## config.mk

```make
export PLATFORM = sky130hd
export DESIGN_NAME = line_scaler
export DESIGN_NICKNAME = d
export VERILOG_FILES = /design/src/rtl/lsc_pkg.sv /design/src/rtl/lsc_coef_table.sv /design/src/rtl/lsc_step_ctrl.sv /design/src/rtl/lsc_interp.sv /design/src/rtl/line_scaler.sv
export SDC_FILE = /design/constraint.sdc
export NUM_CORES = 1
export LEC_CHECK = 0
export BUFFER_PORTS_ARGS = -buffer_cell sky130_fd_sc_hd__buf_4
export CORE_ASPECT_RATIO = 0.75
export CORE_UTILIZATION = 40
export DETAILED_ROUTE_END_ITERATION = 8
export GPL_ROUTABILITY_DRIVEN = 0
export SLEW_MARGIN = 20
export SYNTH_ARGS = -nofsm -noshare
export SYNTH_HDL_FRONTEND = slang
export SYNTH_SLANG_ARGS = --single-unit
```

## constraint.sdc

```tcl
create_clock -name clk -period 13.3 [get_ports clk]
set_input_delay 2.66 -clock clk [delete_from_list [all_inputs] [get_ports clk]]
set_output_delay 2.66 -clock clk [all_outputs]
set_load 0.005 [all_outputs]
```

## src/rtl/lsc_pkg.sv

```systemverilog
package lsc_pkg;

  localparam int LSC_PIX_W   = 8;
  localparam int LSC_FRAC_W  = 6;
  localparam int LSC_WGT_W   = 7;
  localparam int LSC_UNITY   = 1 << LSC_FRAC_W;
  localparam int LSC_HALF    = LSC_UNITY / 2;
  localparam int LSC_PIX_MAX = (1 << LSC_PIX_W) - 1;

  typedef enum logic [1:0] {
    MODE_PASS  = 2'd0,
    MODE_DUP   = 2'd1,
    MODE_BILIN = 2'd2,
    MODE_TABLE = 2'd3
  } scale_mode_e;

  // Weight given to pixel B for the current phase.
  function automatic logic [LSC_WGT_W-1:0] pick_weight(
    input scale_mode_e               mode,
    input logic                      down,
    input logic [LSC_FRAC_W-1:0]     ph,
    input logic [LSC_WGT_W-1:0]      tw
  );
    logic [LSC_WGT_W-1:0] w;
    case (mode)
      MODE_DUP:   w = (int'(ph) < LSC_HALF) ? '0 : LSC_WGT_W'(LSC_UNITY);
      MODE_TABLE: w = down ? LSC_WGT_W'(ph) : tw;
      default:    w = LSC_WGT_W'(ph);
    endcase
    return w;
  endfunction

  // Two-tap blend with rounding and saturation to the pixel range.
  function automatic logic [LSC_PIX_W-1:0] blend_px(
    input logic [LSC_PIX_W-1:0] a,
    input logic [LSC_PIX_W-1:0] b,
    input logic [LSC_WGT_W-1:0] w
  );
    int wi;
    int acc;
    wi  = int'(w);
    acc = (LSC_UNITY - wi) * int'(a) + wi * int'(b) + LSC_HALF;
    acc = acc >>> LSC_FRAC_W;
    if (acc < 0)
      acc = 0;
    else if (acc > LSC_PIX_MAX)
      acc = LSC_PIX_MAX;
    return LSC_PIX_W'(acc);
  endfunction

endpackage

```

## src/rtl/lsc_coef_table.sv

```systemverilog
module lsc_coef_table
  import lsc_pkg::*;
#(
  parameter int DEPTH = 1 << LSC_FRAC_W
) (
  input  logic                  clk,
  input  logic                  rst_n,
  input  logic                  we,
  input  logic [LSC_FRAC_W-1:0] waddr,
  input  logic [LSC_WGT_W-1:0]  wdata,
  input  logic [LSC_FRAC_W-1:0] raddr,
  output logic [LSC_WGT_W-1:0]  rdata
);

  logic [DEPTH-1:0][LSC_WGT_W-1:0] flat;

  for (genvar g = 0; g < DEPTH; g++) begin : g_ent
    logic [LSC_WGT_W-1:0] ent;
    always_ff @(posedge clk or negedge rst_n) begin
      if (!rst_n)
        ent <= LSC_WGT_W'(g);
      else if (we && waddr == LSC_FRAC_W'(g))
        ent <= wdata;
    end
    assign flat[g] = ent;
  end

  assign rdata = flat[raddr];

  // a written weight is readable at the next cycle
  p_tbl_write_lands_r8: assert property (@(posedge clk) disable iff (!rst_n)
    we |=> flat[$past(waddr)] == $past(wdata));

endmodule

```

## src/rtl/lsc_step_ctrl.sv

```systemverilog
module lsc_step_ctrl
  import lsc_pkg::*;
#(
  parameter int STEP_W   = 12,
  parameter int STEP_MIN = 2,
  parameter int STEP_MAX = 2048,
  parameter int SKIP_W   = STEP_W - LSC_FRAC_W + 1
) (
  input  logic                  clk,
  input  logic                  rst_n,
  input  logic                  start,
  input  logic                  advance,
  input  logic                  shift,
  input  logic [STEP_W-1:0]     step_in,
  output logic [LSC_FRAC_W-1:0] phase,
  output logic [SKIP_W-1:0]     skip,
  output logic                  down
);

  localparam int SUM_W = STEP_W + 1;

  logic [STEP_W-1:0] step_q;
  logic [STEP_W-1:0] step_lim;
  logic [SUM_W-1:0]  next_pos;

  always_comb begin
    if (int'(step_in) < STEP_MIN)
      step_lim = STEP_W'(STEP_MIN);
    else if (int'(step_in) > STEP_MAX)
      step_lim = STEP_W'(STEP_MAX);
    else
      step_lim = step_in;
  end

  assign next_pos = SUM_W'(phase) + SUM_W'(step_q);
  assign down     = step_q > STEP_W'(LSC_UNITY);

  always_ff @(posedge clk or negedge rst_n) begin
    if (!rst_n) begin
      step_q <= STEP_W'(LSC_UNITY);
      phase  <= '0;
      skip   <= '0;
    end else if (start) begin
      step_q <= step_lim;
      phase  <= '0;
      skip   <= SKIP_W'(1);
    end else if (advance) begin
      phase  <= next_pos[LSC_FRAC_W-1:0];
      skip   <= next_pos[SUM_W-1:LSC_FRAC_W];
    end else if (shift) begin
      skip   <= skip - SKIP_W'(1);
    end
  end

  // a pixel is only shifted in while one is still owed
  p_skip_no_underflow_r10: assert property (@(posedge clk) disable iff (!rst_n)
    (shift && !start) |-> skip != '0);

  // the phase moves only when an output is produced or a line starts
  p_phase_hold_r4: assert property (@(posedge clk) disable iff (!rst_n)
    (!start && !advance) |=> $stable(phase));

  // computing an output and taking a pixel never coincide
  p_adv_shift_excl_r10: assert property (@(posedge clk) disable iff (!rst_n)
    !(advance && shift));

endmodule

```

## src/rtl/lsc_interp.sv

```systemverilog
module lsc_interp
  import lsc_pkg::*;
(
  input  scale_mode_e           mode,
  input  logic                  down,
  input  logic [LSC_FRAC_W-1:0] phase,
  input  logic [LSC_PIX_W-1:0]  pix_a,
  input  logic [LSC_PIX_W-1:0]  pix_b,
  input  logic [LSC_WGT_W-1:0]  tbl_w,
  output logic [LSC_WGT_W-1:0]  weight,
  output logic [LSC_PIX_W-1:0]  pix
);

  assign weight = pick_weight(mode, down, phase, tbl_w);
  assign pix    = blend_px(pix_a, pix_b, weight);

endmodule

```

## src/rtl/line_scaler.sv

```systemverilog
module line_scaler
  import lsc_pkg::*;
#(
  parameter int STEP_W   = 12,
  parameter int LEN_W    = 12,
  parameter int STEP_MIN = 2,
  parameter int STEP_MAX = 2048
) (
  input  logic                  clk,
  input  logic                  rst_n,
  input  logic [1:0]            cfg_mode,
  input  logic [STEP_W-1:0]     cfg_step,
  input  logic [LEN_W-1:0]      cfg_len,
  input  logic                  tbl_we,
  input  logic [LSC_FRAC_W-1:0] tbl_addr,
  input  logic [LSC_WGT_W-1:0]  tbl_wdata,
  input  logic                  in_valid,
  output logic                  in_ready,
  input  logic                  in_sol,
  input  logic [LSC_PIX_W-1:0]  in_pix,
  output logic                  out_valid,
  output logic                  out_eol,
  output logic [LSC_PIX_W-1:0]  out_pix
);

  localparam int SKIP_W = STEP_W - LSC_FRAC_W + 1;

  logic                  line_on;
  scale_mode_e           mode_q;
  logic [LEN_W-1:0]      len_q;
  logic [LEN_W-1:0]      out_cnt;
  logic [LSC_PIX_W-1:0]  win_a;
  logic [LSC_PIX_W-1:0]  win_b;

  logic [LSC_FRAC_W-1:0] phase;
  logic [SKIP_W-1:0]     skip;
  logic                  down;
  logic [LSC_WGT_W-1:0]  tbl_w;
  logic [LSC_WGT_W-1:0]  weight;
  logic [LSC_PIX_W-1:0]  interp_pix;

  // named internal events
  logic                  accept;
  logic                  sol_take;
  logic                  in_line;
  logic                  emit;
  logic                  pass_fire;
  logic                  fire;
  logic                  last_out;
  logic                  shift;
  scale_mode_e           mode_cur;
  logic [LEN_W-1:0]      len_cur;
  logic [LEN_W-1:0]      cnt_cur;

  assign in_ready  = !line_on || mode_q == MODE_PASS || skip != '0;
  assign accept    = in_valid && in_ready;
  assign sol_take  = accept && in_sol;
  assign in_line   = sol_take || line_on;
  assign mode_cur  = sol_take ? scale_mode_e'(cfg_mode) : mode_q;
  assign len_cur   = sol_take ? cfg_len : len_q;
  assign cnt_cur   = sol_take ? '0 : out_cnt;
  assign emit      = line_on && mode_q != MODE_PASS && skip == '0;
  assign pass_fire = accept && in_line && mode_cur == MODE_PASS && len_cur != '0;
  assign fire      = pass_fire || emit;
  assign last_out  = cnt_cur == len_cur - LEN_W'(1);
  assign shift     = accept && line_on && !sol_take && mode_q != MODE_PASS;

  lsc_step_ctrl #(
    .STEP_W   (STEP_W),
    .STEP_MIN (STEP_MIN),
    .STEP_MAX (STEP_MAX),
    .SKIP_W   (SKIP_W)
  ) u_step (
    .clk     (clk),
    .rst_n   (rst_n),
    .start   (sol_take),
    .advance (emit),
    .shift   (shift),
    .step_in (cfg_step),
    .phase   (phase),
    .skip    (skip),
    .down    (down)
  );

  lsc_coef_table u_table (
    .clk   (clk),
    .rst_n (rst_n),
    .we    (tbl_we),
    .waddr (tbl_addr),
    .wdata (tbl_wdata),
    .raddr (phase),
    .rdata (tbl_w)
  );

  lsc_interp u_interp (
    .mode   (mode_q),
    .down   (down),
    .phase  (phase),
    .pix_a  (win_a),
    .pix_b  (win_b),
    .tbl_w  (tbl_w),
    .weight (weight),
    .pix    (interp_pix)
  );

  always_ff @(posedge clk or negedge rst_n) begin
    if (!rst_n) begin
      line_on   <= 1'b0;
      mode_q    <= MODE_PASS;
      len_q     <= '0;
      out_cnt   <= '0;
      win_a     <= '0;
      win_b     <= '0;
      out_valid <= 1'b0;
      out_eol   <= 1'b0;
      out_pix   <= '0;
    end else begin
      if (sol_take) begin
        mode_q <= scale_mode_e'(cfg_mode);
        len_q  <= cfg_len;
      end
      if (sol_take || fire)
        out_cnt <= cnt_cur + LEN_W'(fire);
      line_on <= in_line && len_cur != '0 && !(fire && last_out);
      if (accept && in_line && mode_cur != MODE_PASS) begin
        win_a <= win_b;
        win_b <= in_pix;
      end
      out_valid <= fire;
      out_eol   <= fire && last_out;
      if (fire)
        out_pix <= pass_fire ? in_pix : interp_pix;
    end
  end

  // end-of-line only marks a valid pixel
  p_eol_valid_r9: assert property (@(posedge clk) disable iff (!rst_n)
    out_eol |-> out_valid);

  // a running line never has delivered its full length
  p_cnt_bound_r9: assert property (@(posedge clk) disable iff (!rst_n)
    line_on |-> out_cnt < len_q);

  // input is held off while an output is being computed
  p_ready_emit_r10: assert property (@(posedge clk) disable iff (!rst_n)
    emit |-> !in_ready);

  // a pass-mode pixel inside a line comes out unchanged next cycle
  p_pass_copy_r3: assert property (@(posedge clk) disable iff (!rst_n)
    (line_on && mode_q == MODE_PASS && accept && !in_sol)
      |=> (out_valid && out_pix == $past(in_pix)));

  // duplicate mode outputs one of the two window pixels
  p_dup_pick_r5: assert property (@(posedge clk) disable iff (!rst_n)
    (emit && mode_q == MODE_DUP)
      |=> (out_pix == $past(win_a) || out_pix == $past(win_b)));

  // a bilinear result lies between its two source pixels
  p_bilin_span_r6: assert property (@(posedge clk) disable iff (!rst_n)
    (emit && mode_q == MODE_BILIN)
      |-> ((interp_pix >= win_a && interp_pix <= win_b) ||
           (interp_pix >= win_b && interp_pix <= win_a)));

endmodule

```

==> impl_metrics.csv <==
group,metric,value,unit
die,rows,86,
worst_setup_path,path_common_cell,"fa_1",
worst_setup_path,worst_ep_required_time,13760,ps
sta,finalCritPeriodShare,90.7,%
global_route,grt-busiest-layer,"met1",
power,leakage,14.9,nW
global_route,grt_first_pass_wirelength,125,mm
clock_tree,cts_tree,"yes",
synth,synth_common_cells,"mux2_2 (470), dfrtp_1 (333), dfstp_2 (193)",
synth,synthFlopType,"dfrtp_1",
synth,synth.distinct_cells,87,
global_route,grtUsageMet3,3.62,%
sta,finalSetupViolCount,0,
synth,synth_area_leaders,"dfrtp_1 (28%), mux2_2 (17%), dfstp_2 (17%)",
synth,synth_edf_count,0,
cells_and_area,multi_input_area,15700,sq um
worst_setup_path,criticalPathCategory,"reg -> reg",
synth,yosysWarnings,0,
worst_setup_path,path_buf_inv,6,
global_route,use_met2,31.3,%
clock_tree,cts.sinks,526,
power,pwr-share-comb,51.4,%
synth,yosysMostFrequentCell,"mux2_2",
sta,max_freq,0.0829,GHz
power,powerDensity,235,nW/um^2
worst_setup_path,endpoint_kind,"flip-flop",
die,ios,63,
power,intPower,4.57,mW
cells_and_area,syn_to_final_growth,10.8,%
global_route,grt_overflow,0,
clock_tree,root_buffer,"clkbuf_16",
worst_setup_path,crit_path_top_delay_cell,"dfrtp_4",
route,drc_errors,0,
global_route,antenna_found_initial,1,
cells_and_area,antenna_cells,0,
clock_tree,cts_made_buffers,54,
sta,tns,0,ps
global_route,met1_usage,31.9,%
worst_setup_path,crit_family,"adder cells",
clock_tree,clk_path_buf_depth,3,
worst_setup_path,cp_max_fo,35,
synth,synth_area_leader_cell,"dfrtp_1",
cells_and_area,drive_gt1_share,40.0,%
outcome,outcome,"finished, final reports clean",
clock_tree,ctsHtreeMaxLevel,2,
die,start_util,40.8,%
route,wl,79.3,mm
synth,async_reset_ff_share,100,%
die,die_w,320,microns
sta,tightest_slew,1090,ps
route,drt_iter0_markers,1411,
power,total_power,7.87,mW
sta,clock_skew,31.8,ps
route,vias,19500,
route,ant_nets,0,
clock_tree,path_clk_slew,60,ps
sta,finalCriticalPeriod,12070,ps
power,power_frac_seq,27.5,%
cells_and_area,fillers,6569,
route,routedWlPerCell,23.2,microns
worst_setup_path,cpPeakStageDelay,890,ps
global_route,grt_pass1_vias,20100,
worst_hold_path,min_path_type,"reg -> reg",
synth,ys_seq_elements,526,
worst_setup_path,crit_path_start_kind,"flip-flop",
synth,synth_nets,2627,
cells_and_area,seq_area,13400,sq um
place,portBuffers,62,
clock_tree,postCtsHoldBufs,0,
worst_setup_path,crit_arrival,12530,ps
place,hpwlAfterDp,54.8,mm
power,p_sw,3.30,mW
clock_tree,cts_resized,0,
synth,synth_cells,2402,
die,die_height,240,microns
synth,synthDominantCellAreaShare,27.5,%
job,max_cap_viol_count,0,
synth,ys_seq_area_share,44.3,%
global_route,grt_start_max_net_pins,178,
power,irDropWorstVdd,0.000328,V
sta,rsz0062_at_grt,"no",
cells_and_area,nets,2637,
synth,synth_area,30300,sq um
die,core,74100,sq um
clock_tree,clk_latency,620,ps
power,p_clk_share,21.1,%
route,drt_pass1_iterations,5,
sta,relSlewSlack,26.8,%
global_route,grt_usage,21.0,%
die,dieArea,76800,sq um
clock_tree,post_cts_buffers,0,
power,swShare,42.0,%
synth,avgSynthCellArea,12.6,sq um
sta,hold_viol,0,
sta,slew_violations,0,
route,viasPerCell,5.70,
==> cells by family after synthesis <==
logic type | count (synthesis) | synth area share (%)
flops | 526 | 44.3
xor+xnor | 56 | 1.64
compound gates | 244 | 5.40
buf+inv | 276 | 3.92
fa+ha+maj | 174 | 9.19
mux | 627 | 27.2
simple gates | 499 | 8.33
==> power by group through the flow <==
stage	clock, mW	combinational [mW]	sequential [mW]
final	1.66	4.05	2.16
after detailed placement	0	3.97	2.18
after global routing	1.76	4.52	2.20
after floorplan	0	2.93	2.04
after CTS	1.70	4.00	2.16
after global placement	0	3.88	2.17
==> flip-flops by register name (all words and copies together), names as in the netlist <==
register,cells
len_q,12
line_on,1
mode_q,2
out_cnt,12
out_eol,1
out_pix,8
out_valid,1
u_step.phase,6
u_step.skip,7
u_step.step_q,12
u_table.g_ent.ent,448
win_a,8
win_b,8
==> layout by cell type, fill, tap and decap left out, types with 9 or more instances in the layout <==
master	instances
nor2b_1	37
a21o_1	14
a21boi_0	11
and3_1	20
inv_1	138
clkbuf_1	9
xnor2_1	29
buf_4	81
nor2_1	81
mux4_2	108
nand2b_1	32
mux2_2	470
clkinv_2	12
nand4_1	15
clkbuf_8	11
nor3_1	29
nand2_1	163
dfrtp_1	330
ha_1	92
xor2_1	26
mux2i_1	47
a22oi_1	26
fa_1	81
clkbuf_16	56
nand3_1	22
o21ai_0	58
or3_1	13
dfstp_2	193
and2_1	52
a21oi_1	61
==> path summary, 6_finish.rpt <==
check                                                     startpoint                              endpoint  slack, ps  depth (start not counted)
worst max-delay path                     u_step.phase[0]$_DFFE_PN0P_                out_pix[7]$_DFFE_PN0N_       1230                         37
worst min-delay path            u_table.g_ent[24].ent[1]$_DFFE_PN0P_  u_table.g_ent[24].ent[1]$_DFFE_PN0P_        500                          1
worst max register to register           u_step.phase[0]$_DFFE_PN0P_                out_pix[7]$_DFFE_PN0N_       1230                         37
worst min register to register  u_table.g_ent[24].ent[1]$_DFFE_PN0P_  u_table.g_ent[24].ent[1]$_DFFE_PN0P_        500                          1
max in group asynchronous                                      rst_n  u_table.g_ent[61].ent[1]$_DFFE_PN0P_       9170                          3
min in group asynchronous                                      rst_n                out_cnt[0]$_DFFE_PN0P_       2090                          1
==> final cells by class <==
cell class / instances / share of cell area (%)
well taps: 968 / 3.61
clock inverters: 26 / 1.13
multi-input cells: 1600 / 46.8
repair buffers: 87 / 2.13
clock buffers: 76 / 4.73
flip-flops and latches: 526 / 40.0
inverters: 143 / 1.61
==> metrics by stage <==
step | util, % | instances | hold slack, ps | setup slack [ps] | area, sq um
final | 45.2 | 3426 | 503 | 1230 | 33500
after global routing | 45.2 | 3426 | 515 | 600 | 33500
after CTS | 45.2 | 3426 | 503 | 1230 | 33500
after detailed placement | 42.6 | 3324 | 487 | 1340 | 31600
after global placement | 42.6 | 3324 | 479 | 1560 | 31600
after floorplan | - | 2402 | 461 | 2900 | 30300
==> metal layers <==
metal  vias to the layer above  share of wire (%)
met3                       119                5.7
met2                       539                 44
met4                         0                1.7
met5                         -                  0
li1                       8594                  -
met1                     10300                 49
(Power assumes the default switching activity.)
